==> config.mk <==
export PLATFORM = sky130hd
export DESIGN_NAME = fde_core
export DESIGN_NICKNAME = d
export VERILOG_FILES = /design/src/rtl/fde_pkg.sv /design/src/rtl/fde_seq.sv /design/src/rtl/fde_fetch.sv /design/src/rtl/fde_alu.sv /design/src/rtl/fde_opnd.sv /design/src/rtl/fde_core.sv
export SDC_FILE = /design/constraint.sdc
export NUM_CORES = 1
export LEC_CHECK = 0
export ABC_CLOCK_PERIOD_IN_PS = 7070
export BUFFER_PORTS_ARGS = -buffer_cell sky130_fd_sc_hd__buf_2
export CAP_MARGIN = 20
export CORE_ASPECT_RATIO = 0.75
export CORE_MARGIN = 5
export CORE_UTILIZATION = 62
export CTS_CLUSTER_DIAMETER = 60
export DETAILED_ROUTE_END_ITERATION = 12
export PLACE_DENSITY_LB_ADDON = 0.2
export SETUP_SLACK_MARGIN = 0.05
export SYNTH_ARGS = -nofsm -noshare
export SYNTH_HDL_FRONTEND = slang
export SYNTH_HIERARCHICAL = 1
export SYNTH_SLANG_ARGS = --single-unit
==> constraint.sdc <==
create_clock -name clk -period 7.07 [get_ports clk]
set_input_delay 0.707 -clock clk [delete_from_list [all_inputs] [get_ports clk]]
set_output_delay 0.707 -clock clk [all_outputs]
set_load 0.01 [all_outputs]
==> src/rtl/fde_pkg.sv <==
package fde_pkg;
  typedef enum logic [1:0] {
    PH_ADDR = 2'd0,
    PH_READ = 2'd1,
    PH_LOAD = 2'd2,
    PH_EXEC = 2'd3
  } phase_t;

  typedef enum logic [1:0] {
    OP_SHL  = 2'd0,
    OP_PAIR = 2'd1,
    OP_SUM4 = 2'd2,
    OP_MIX  = 2'd3
  } opc_t;

  localparam int NUM_OPND = 4;
  localparam int IDX_W = 0;
  localparam int IDX_X = 1;
  localparam int IDX_Y = 2;
  localparam int IDX_Z = 3;
endpackage

==> src/rtl/fde_seq.sv <==
module fde_seq
  import fde_pkg::*;
(
  input  logic   clk,
  input  logic   rst,
  output phase_t phase
);
  phase_t phase_nx;

  always_comb begin
    case (phase)
      PH_ADDR: phase_nx = PH_READ;
      PH_READ: phase_nx = PH_LOAD;
      PH_LOAD: phase_nx = PH_EXEC;
      default: phase_nx = PH_ADDR;
    endcase
  end

  always_ff @(posedge clk) begin
    if (rst) phase <= PH_ADDR;
    else     phase <= phase_nx;
  end
endmodule

==> src/rtl/fde_fetch.sv <==
module fde_fetch
  import fde_pkg::*;
#(
  parameter int AW = 16,
  parameter int DW = 16
) (
  input  logic          clk,
  input  logic          rst,
  input  phase_t        phase,
  input  logic [DW-1:0] mem_data,
  output logic [AW-1:0] pc,
  output logic [AW-1:0] mar,
  output logic [DW-1:0] mdr,
  output logic [DW-1:0] ir
);
  localparam logic [AW-1:0] PC_STEP = AW'(1);

  always_ff @(posedge clk) begin
    if (rst) begin
      pc  <= '0;
      mar <= '0;
      mdr <= '0;
      ir  <= '0;
    end else begin
      case (phase)
        PH_ADDR: begin
          mar <= pc;
          pc  <= pc + PC_STEP;
        end
        PH_READ: mdr <= mem_data;
        PH_LOAD: ir  <= mdr;
        default: ;
      endcase
    end
  end
endmodule

==> src/rtl/fde_alu.sv <==
module fde_alu
  import fde_pkg::*;
#(
  parameter int DW = 16
) (
  input  opc_t          opc,
  input  logic [DW-1:0] w,
  input  logic [DW-1:0] x,
  input  logic [DW-1:0] y,
  input  logic [DW-1:0] z,
  output logic [DW-1:0] w_new,
  output logic [DW-1:0] y_new,
  output logic          y_wr
);
  localparam logic [DW-1:0] SHIFT_LIMIT = DW'(DW);

  logic [DW-1:0] w_shl;
  logic [DW-1:0] sum_wx;
  logic [DW-1:0] sum_yz;

  assign w_shl  = (x >= SHIFT_LIMIT) ? '0 : (w << x);
  assign sum_wx = w + x;
  assign sum_yz = y + z;

  always_comb begin
    y_new = sum_yz;
    y_wr  = 1'b0;
    case (opc)
      OP_SHL:  w_new = w_shl;
      OP_PAIR: begin
        w_new = sum_wx;
        y_wr  = 1'b1;
      end
      OP_SUM4: w_new = sum_wx + sum_yz;
      default: w_new = sum_wx - sum_yz;
    endcase
  end
endmodule

==> src/rtl/fde_opnd.sv <==
module fde_opnd
  import fde_pkg::*;
#(
  parameter int DW = 16,
  parameter logic [NUM_OPND-1:0][DW-1:0] RST_VAL = '0
) (
  input  logic                         clk,
  input  logic                         rst,
  input  logic [NUM_OPND-1:0]          we,
  input  logic [NUM_OPND-1:0][DW-1:0]  d,
  output logic [NUM_OPND-1:0][DW-1:0]  q
);
  for (genvar g = 0; g < NUM_OPND; g++) begin : g_reg
    always_ff @(posedge clk) begin
      if (rst)        q[g] <= RST_VAL[g];
      else if (we[g]) q[g] <= d[g];
    end
  end
endmodule

==> src/rtl/fde_core.sv <==
module fde_core
  import fde_pkg::*;
#(
  parameter int AW = 16,
  parameter int DW = 16,
  parameter logic [NUM_OPND-1:0][DW-1:0] OPND_RST = '0
) (
  input  logic          clk,
  input  logic          rst,
  output logic [AW-1:0] imem_addr,
  output logic          imem_rd,
  input  logic [DW-1:0] imem_rdata,
  output logic [1:0]    phase_o,
  output logic [AW-1:0] pc_o,
  output logic [AW-1:0] mar_o,
  output logic [DW-1:0] mdr_o,
  output logic [DW-1:0] ir_o,
  output logic [DW-1:0] w_o,
  output logic [DW-1:0] x_o,
  output logic [DW-1:0] y_o,
  output logic [DW-1:0] z_o
);
  localparam int OPC_LSB = DW - 2;

  phase_t phase;
  logic [AW-1:0] pc, mar;
  logic [DW-1:0] mdr, ir;
  logic [NUM_OPND-1:0][DW-1:0] opnd_q, opnd_d;
  logic [NUM_OPND-1:0] opnd_we;
  logic [DW-1:0] w_new, y_new;
  logic y_wr;
  opc_t opc;

  fde_seq u_seq (
    .clk   (clk),
    .rst   (rst),
    .phase (phase)
  );

  fde_fetch #(.AW(AW), .DW(DW)) u_fetch (
    .clk      (clk),
    .rst      (rst),
    .phase    (phase),
    .mem_data (imem_rdata),
    .pc       (pc),
    .mar      (mar),
    .mdr      (mdr),
    .ir       (ir)
  );

  assign opc = opc_t'(ir[DW-1:OPC_LSB]);

  fde_alu #(.DW(DW)) u_alu (
    .opc   (opc),
    .w     (opnd_q[IDX_W]),
    .x     (opnd_q[IDX_X]),
    .y     (opnd_q[IDX_Y]),
    .z     (opnd_q[IDX_Z]),
    .w_new (w_new),
    .y_new (y_new),
    .y_wr  (y_wr)
  );

  always_comb begin
    opnd_d         = opnd_q;
    opnd_d[IDX_W]  = w_new;
    opnd_d[IDX_Y]  = y_new;
    opnd_we        = '0;
    opnd_we[IDX_W] = (phase == PH_EXEC);
    opnd_we[IDX_Y] = (phase == PH_EXEC) && y_wr;
  end

  fde_opnd #(.DW(DW), .RST_VAL(OPND_RST)) u_opnd (
    .clk (clk),
    .rst (rst),
    .we  (opnd_we),
    .d   (opnd_d),
    .q   (opnd_q)
  );

  assign imem_addr = mar;
  assign imem_rd   = (phase == PH_READ);
  assign phase_o   = phase;
  assign pc_o      = pc;
  assign mar_o     = mar;
  assign mdr_o     = mdr;
  assign ir_o      = ir;
  assign w_o       = opnd_q[IDX_W];
  assign x_o       = opnd_q[IDX_X];
  assign y_o       = opnd_q[IDX_Y];
  assign z_o       = opnd_q[IDX_Z];
endmodule

# After elaboration in Yosys (flattened, before gate mapping)

Cells that the tools add are included.

Memory bits (writable): 0
Bits in latches: 0
Memories kept: 0
Memory bits (read-only): 0
Input bits: 18
Bits in registers: 66
Output and inout bits: 147
Word-level logic and storage cells: 10

Muxes and demuxes: 1
Div/mod/pow operators: 0
Bitwise logic cells: 0
Shifts and indexed selects: 0
Reductions and logical operators: 1
Multiply operators: 0
Eq/ne operators: 2
$add $sub $neg: 1
$lt $le $gt $ge: 0

Operator list:

| operator                | number |
|---|---|
| $add A16 B1 Y16 const B | 1 |
| $pmux W2 S3             | 1 |
| $eq A2 B1 Y1 const B    | 1 |
| $eq A2 B2 Y1 const B    | 1 |
| $logic_not A2 Y1        | 1 |

# Longest topological paths before layout

Gate-level depths: netlist (run 1).

Depth after elaboration: 2
Gate-level depth with buffers: 22
Gate-level depth less buffers: 22

# Cells and area by module

Netlist (run 1), hierarchy kept.

Modules (own cells, without submodules):

| module    | cells each | area each (um2) | times used |
|---|---|---|---|
| fde_alu   | 469        | 3347.0          | 1 |
| fde_fetch | 291        | 2387.3          | 1 |
| fde_opnd  | 207        | 2322.2          | 1 |
| fde_core  | 20         | 147.6           | 1 |
| fde_seq   | 10         | 105.1           | 1 |

# Worst setup path before layout (run 1)

Ideal clock, no wire load.

Path type: reg-to-reg
Start: register u_opnd/q[48] (netlist name)
End: register u_opnd/q[14] (netlist name)
Setup time: 64 ps
Arrival time: 4148 ps
Slack: 2858 ps
Data required time: 7006 ps
Stages on the path, launching flop included: 19
Buffers on the path: 0
Clock period less this slack: 4212 ps
Cell sequence: dfxtp_1 ha_1 inv_1 fa_1 nor2b_4 o31a_4 a21oi_1 or4_1 nor3_1 a21oi_1 xor2_1 ha_1 nand3_1 a21oi_1 or4_1 a2111o_1 o2111ai_1 mux2i_1 nor2_1

==> impl_results.md, run 1 <==
* Layout net count at 1191
* Global route overflow at 0
* CTS max path bufs at 2
* Worst hold endpoint: u_fetch/ir[8]
* Bufs and invs on worst path at 0
* Total global-route track usage at 0.253
* Most common cell after layout, fill and taps aside: buf_2
* Hold Fails Final Rpt at 0
* PwrDens at 214 nW/µm²
* GP Congestion at 0.923
* DRC at 0
* Crit path max-delay cell type: dfxtp_1
* Finished Cell Area at 9510 µm²
* Die Y at 110 µm
* Top cells by area, synth: dfxtp_1 (31%), mux2i_1 (10%), ha_1 (7.5%)
* Status: complete, no violations
* Setup Crit Path Kind: flip-flop to flip-flop
* Hold/Removal Path Class: flip-flop to flip-flop
* Worst slew pin tran at 1060 ps
* Synth async-reset ratio at 0
* CP max FO at 23
* Crit-path leading delay family: compound AO/OA/AOI/OAI gates
* Sink Count at 130
* Buffers added on ports at 164
* Clock Latency Late Sink at 420 ps
* HPWL after DPL at 14400 µm
* Synth unique cells at 80
* Setup TNS at 0 ps
* Crit path DAT at 5230 ps
* CTS Buf Count at 17
* RSZ-0062 raised after global routing: no
* DR vias at 7388
* Reg2Reg Setup Slack at 2190 ps
* Vias per cell at 5.67
* Share of layout cells above drive strength 1 at 0.203
* Final setup viols at 0
* RR Endpoint: u_opnd/q[14]
* EDFF count, synth at 0
* Core area at 13100 µm²
* Setup bufs post-CTS at 0
* R2R Path Start: u_opnd/q[16]
* Initial Util at 0.636
* Post-synthesis register bit count at 130
* Critical Path End Type: flip-flop
* CP Cell Sequence: ha_1 > fa_1 > a21o_1 > a21oi_1 > o21bai_1 > a21oi_1 > o21bai_1 > a21oi_1 > o21a_1 > a21boi_0 > ha_1 > nand3_1 > a21oi_1 > or4_1 > a2111o_1 > o2111ai_1 > mux2i_1 > nor2_1
* Power Total at 2.03 mW
* CTS tree: built
* Max Slew Vio Count at 0
* Static Leak at 4.43 nW
* Synth warn at 6
* Vias in the first global route at 6855
* Die X-Extent at 144 µm
* Clk root buf: clkbuf_16
* Drt first pass iters at 5
* Post-DP Area at 8930 µm²
* Io pins at 165
* Yosys top cell by area: dfxtp_1
* Startpoint Class: flip-flop
* Hold_buf cts at 0
* Largest net degree at the start of global routing at 73
* Most used cell, CP: a21oi_1
* CTS H-tree lvls at 4
* Post-Synthesis Cells at 997
* Top cell type's share of synthesized area at 0.313
* Peak Freq at 205 MHz
* Die Area at 15800 µm²
* Antenna viol nets, final at 0
* Synthesized area at 8310 µm²
* Final min period at 4880 ps
* Worst reg2reg path depth at 18
* Initial antenna violation count at 0
* Worst EP required at 7420 ps
* Post-DR wirelength/cell at 15.5 µm
* FILL cells at 1065
* Max-Cap Viols at 0
* First-pass GRT wire length at 32800 µm
* Hold path depth at 2
* Hold path startpoint: u_fetch/ir[8]
* Sequential share of the synthesized area at 0.313
* Antenna diodes at 0
* Max_slew headroom at 0.293
* Drt total wl at 20200 µm
* Worst path max stage delay at 600 ps
* Fin Clk Skew at 11.8 ps
* Clock-pin slew on the worst setup and hold paths at 60 ps
* # rows at 36
* Worst IR Drop VDD at 220 µV
* Area Growth Syn to Fin at 14.5%
* Initial drt markers at 427
* Final core occ at 0.728
* CTS resizes at 0
* Most frequent cells in the layout: buf_2 (163), nand2_1 (140), dfxtp_1 (130)
* Pre-CTS setup slack at 2270 ps
* Period Utilization, post-route at 0.690
* Final WS setup at 2190 ps
* Avg Inst Size Synth at 8.33 µm²
* Main flop type after synthesis: dfxtp_1
==> through the flow <==
stage                     hold WS, ps  std cells
final                             456       1304
after global routing              471       1304
after CTS                         455       1302
after detailed placement          445       1270
after global placement            439       1270
after floorplan                   481        998
==> cells in the mapped netlist, drive strengths merged (4+ instances only) <==
cell and n:
or4 4, or3 4, o211ai 6, a211o 4, o21bai 4, mux4 5, nor2 129, and3 6
nand4 7, nand2 140, nor2b 9, a21boi 5, inv 31, o21a 7, o21ai 31, ha 50
nor3 22, dfxtp 130, nand3 16, and2 5, a21oi 92, clkbuf 24, xor2 28, buf 40
a21o 7, mux2i 85, a22oi 7, or2 4, xnor2 33, nand2b 10, a211oi 7, nor4 4
==> power breakdown <==
group          internal (mW)  total [mW]  switching (mW)
logic                  0.110       0.339           0.229
registers              0.776       0.833          0.0573
clock network          0.496       0.862           0.366
==> registers in the layout (all words and copies together), names as in the netlist <==
name         count
u_fetch/ir      16
u_fetch/mar     16
u_fetch/mdr     16
u_fetch/pc      16
u_opnd/q        64
u_seq/phase      2
==> kinds of logic (layout without fill, tap and decap cells) <==
| kind of cell | after synthesis | in the layout | synth area share |
|---|---|---|---|
| simple gates | 368 | 368 | 0.203 |
| compound gates | 194 | 194 | 0.147 |
| flops | 130 | 130 | 0.313 |
| buf+inv | 97 | 232 | 0.0672 |
| mux | 92 | 92 | 0.119 |
| xor+xnor | 62 | 62 | 0.0681 |
| fa+ha+maj | 53 | 53 | 0.0825 |
| other cells | 1 | 2 | 0.000451 |
==> worst max-delay path by stage <==
stage / slack, ps / cells after the start / to / startpoint
final: 2190 / 18 / u_opnd/q[14] / u_opnd/q[16]
after floorplan: 2860 / 18 / u_opnd/q[14] / u_opnd/q[48]
after global placement: 2380 / 18 / u_opnd/q[14] / u_opnd/q[16]
after CTS: 2250 / 18 / u_opnd/q[14] / u_opnd/q[16]
after global routing: 1730 / 20 / u_opnd/q[15] / u_opnd/q[16]
after detailed placement: 2270 / 18 / u_opnd/q[14] / u_opnd/q[16]
==> worst register-to-register path, stage by stage, from the launching register on <==
cell and delay (ps):
dfxtp_1 600, ha_1 370, fa_1 400, a21o_1 180, a21oi_1 230, o21bai_1 90
a21oi_1 260, o21bai_1 100, a21oi_1 330, o21a_1 200, a21boi_0 270, ha_1 340
nand3_1 100, a21oi_1 70, or4_1 540, a2111o_1 430, o2111ai_1 110, mux2i_1 100
nor2_1 100
==> cell type report <==
class,instances,area (µm²),share of cell area
multi-input cells,771,5150,0.542
flip-flops and latches,130,2600,0.274
repair buffers,168,853,0.0897
clock buffers,18,429,0.0451
well taps,171,214,0.0225
clock inverters,14,143,0.0150
inverters,32,120,0.0126
==> routing by layer <==
metal	share of wire	vias to the layer above	GRT usage
met5	0	-	0
met4	0.020	0	0.0820
met3	0.073	39	0.0651
met2	0.46	238	0.407
met1	0.45	3416	0.335
li1	-	3695	-
Power figures use the tool's default switching activity.
==> run 2, diff against run 1 <==
--- a/config.mk
+++ b/config.mk
@@ -5,12 +5,12 @@
 export SDC_FILE = /design/constraint.sdc
 export NUM_CORES = 1
 export LEC_CHECK = 0
-export ABC_CLOCK_PERIOD_IN_PS = 7070
+export ABC_CLOCK_PERIOD_IN_PS = 4600
 export BUFFER_PORTS_ARGS = -buffer_cell sky130_fd_sc_hd__buf_2
 export CAP_MARGIN = 20
 export CORE_ASPECT_RATIO = 0.75
 export CORE_MARGIN = 5
-export CORE_UTILIZATION = 62
+export CORE_UTILIZATION = 58
 export CTS_CLUSTER_DIAMETER = 60
 export DETAILED_ROUTE_END_ITERATION = 12
 export PLACE_DENSITY_LB_ADDON = 0.2
==> constraint.sdc (replaced) <==
create_clock -name clk -period 4.6 [get_ports clk]
set_input_delay 0.46 -clock clk [delete_from_list [all_inputs] [get_ports clk]]
set_output_delay 0.46 -clock clk [all_outputs]
set_load 0.01 [all_outputs]
==> run 2 against run 1 <==
  * Maximum frequency rose by 15%
  * Routed wire length grew 2.6%
  * Global-route usage shrank 1.1 points
  * Count of clock-buffer cells in the layout is 1 lower
  * Flip-flop and latch count stayed put
  * Critical path type unchanged
  * Largest cell class unchanged
  * Highest routed layer unchanged
==> impl_results.md, run 2 (synthesis results as in run 1) <==
* Clock-pin slew on the worst setup and hold paths at 70 ps
* Setup TNS at 0 ps
* Antenna diodes at 0
* Crit-path leading delay family: compound AO/OA/AOI/OAI gates
* Period Utilization, post-route at 0.924
* Total global-route track usage at 0.242
* Die Y at 114 µm
* Hold/Removal Path Class: input pin to flip-flop
* Layout net count at 1205
* Hold path startpoint: imem_rdata[1]
* CTS tree: built
* Setup Crit Path Kind: flip-flop to flip-flop
* RR Endpoint: u_opnd/q[14]
* CP Cell Sequence: ha_1 > fa_1 > a21o_1 > a21oi_2 > o21bai_1 > a21oi_1 > o21bai_1 > a21oi_1 > buf_4 > nor2b_1 > o21ai_0 > a21boi_2 > ha_1 > nand3_1 > a21oi_2 > or4_4 > a2111o_1 > o2111ai_1 > mux2i_1 > nor2_1
* Initial Util at 0.598
* CTS Buf Count at 17
* Buffers added on ports at 164
* Share of layout cells above drive strength 1 at 0.230
* Core area at 13900 µm²
* Final min period at 4250 ps
* RSZ-0062 raised after global routing: no
* Clock Latency Late Sink at 420 ps
* Fin Clk Skew at 11.3 ps
* FILL cells at 1165
* Final core occ at 0.700
* Crit path max-delay cell type: or4_4
* Max reg flops at 64
* Final setup viols at 0
* DRC at 0
* Max_slew headroom at 0.309
* Worst path max stage delay at 500 ps
* Global route overflow at 0
* Drt first pass iters at 5
* Crit path DAT at 4590 ps
* Drt total wl at 20700 µm
* Worst reg2reg path depth at 20
* Die X-Extent at 148 µm
* Worst hold endpoint: u_fetch/mdr[1]
* HPWL after DPL at 14600 µm
* Status: complete, no violations
* Sink Count at 130
* Largest reg by FF count: u_opnd/q
* Static Leak at 4.51 nW
* Clk root buf: clkbuf_16
* Hold Fails Final Rpt at 0
* Hold path depth at 3
* R2R Path Start: u_opnd/q[0]
* Worst EP required at 4940 ps
* Max-Cap Viols at 0
* Vias in the first global route at 6905
* Antenna viol nets, final at 0
* PwrDens at 324 nW/µm²
* GP Congestion at 0.859
* Vias per cell at 5.59
* Worst IR Drop VDD at 269 µV
* Max Slew Vio Count at 0
* Startpoint Class: flip-flop
* Reg2Reg Setup Slack at 350 ps
* Peak Freq at 235 MHz
* Largest net degree at the start of global routing at 97
* Io pins at 165
* First-pass GRT wire length at 34100 µm
* Critical Path End Type: flip-flop
* CTS max path bufs at 2
* Worst slew pin tran at 1040 ps
* Initial drt markers at 500
* Most common cell after layout, fill and taps aside: buf_2
* CP max FO at 6
* DR vias at 7383
* Area Growth Syn to Fin at 17.0%
* # rows at 37
* Bufs and invs on worst path at 1
* Post-DR wirelength/cell at 15.7 µm
* Die Area at 16800 µm²
* Initial antenna violation count at 0
* CTS H-tree lvls at 4
* Most frequent cells in the layout: buf_2 (163), nand2_1 (139), dfxtp_1 (129)
==> run 2: what timing repair did <==
item,in CTS,in global routing
hold buffers,0,0
buffers inserted,0,4
resized for setup,0,26
setup endpoints to repair,0,6
==> run 2: worst max path at each step <==
stage | slack (ps) | from | to | depth (start not counted)
2_1_floorplan | 390 | u_opnd/q[48] | u_opnd/q[14] | 18
3_3_place_gp | 230 | u_opnd/q[48] | u_opnd/q[14] | 20
3_5_place_dp | 120 | u_opnd/q[48] | u_opnd/q[15] | 20
4_1_cts | 60 | u_opnd/q[48] | u_opnd/q[14] | 20
5_1_grt | 30 | u_opnd/q[49] | u_opnd/q[15] | 20
6_report | 350 | u_opnd/q[0] | u_opnd/q[14] | 20
==> run 2: power by group <==
| part | internal, mW | switching [mW] | total, mW |
|---|---|---|---|
| Combinational | 0.178 | 0.357 | 0.535 |
| Sequential | 1.19 | 0.0865 | 1.28 |
| Clock | 0.759 | 0.579 | 1.34 |
| Total | 2.13 | 1.02 | 3.15 |
==> run 2: worst reg2reg max path: stages (launching register included) <==
cell       delay (ps)
dfxtp_1           350
ha_1              250
fa_1              410
a21o_1            190
a21oi_2           170
o21bai_1           80
a21oi_1           230
o21bai_1          100
a21oi_1           150
buf_4             150
nor2b_1            40
o21ai_0           190
a21boi_2          110
ha_1              370
nand3_1           120
a21oi_2            60
or4_4             500
a2111o_1          420
o2111ai_1         110
mux2i_1           100
nor2_1            100
==> run 2: area by class of cell <==
class | instances | area, µm² | area share
clock buffer | 17 | 425 | 0.0438
clock inverter | 14 | 144 | 0.0148
inverter | 32 | 120 | 0.0124
multi-input combinational | 771 | 5250 | 0.540
sequential | 130 | 2600 | 0.268
tap | 175 | 219 | 0.0225
timing repair buffer | 182 | 962 | 0.0990
==> run 2: metrics by stage <==
step           setup slack [ps]  hold WS (ps)  cells  power (mW)  instance area [µm²]
6_report                    351           270   1321        3.15                 9720
5_1_grt                    30.3           266   1321        3.30                 9720
4_1_cts                    59.1           261   1315        3.16                 9580
3_5_place_dp                121           443   1284        1.82                 9010
3_3_place_gp                228           439   1284        1.81                 9010
2_1_floorplan               388           481    998        1.69                 8310
==> run 2: metal layers <==
layer / part of all wire / GRT usage / wire, µm
met1: 0.46 / 0.325 / 9630
met2: 0.46 / 0.393 / 9500
met3: 0.066 / 0.0592 / 1360
met4: 0.011 / 0.0634 / 232
met5: 0 / 0 / 0
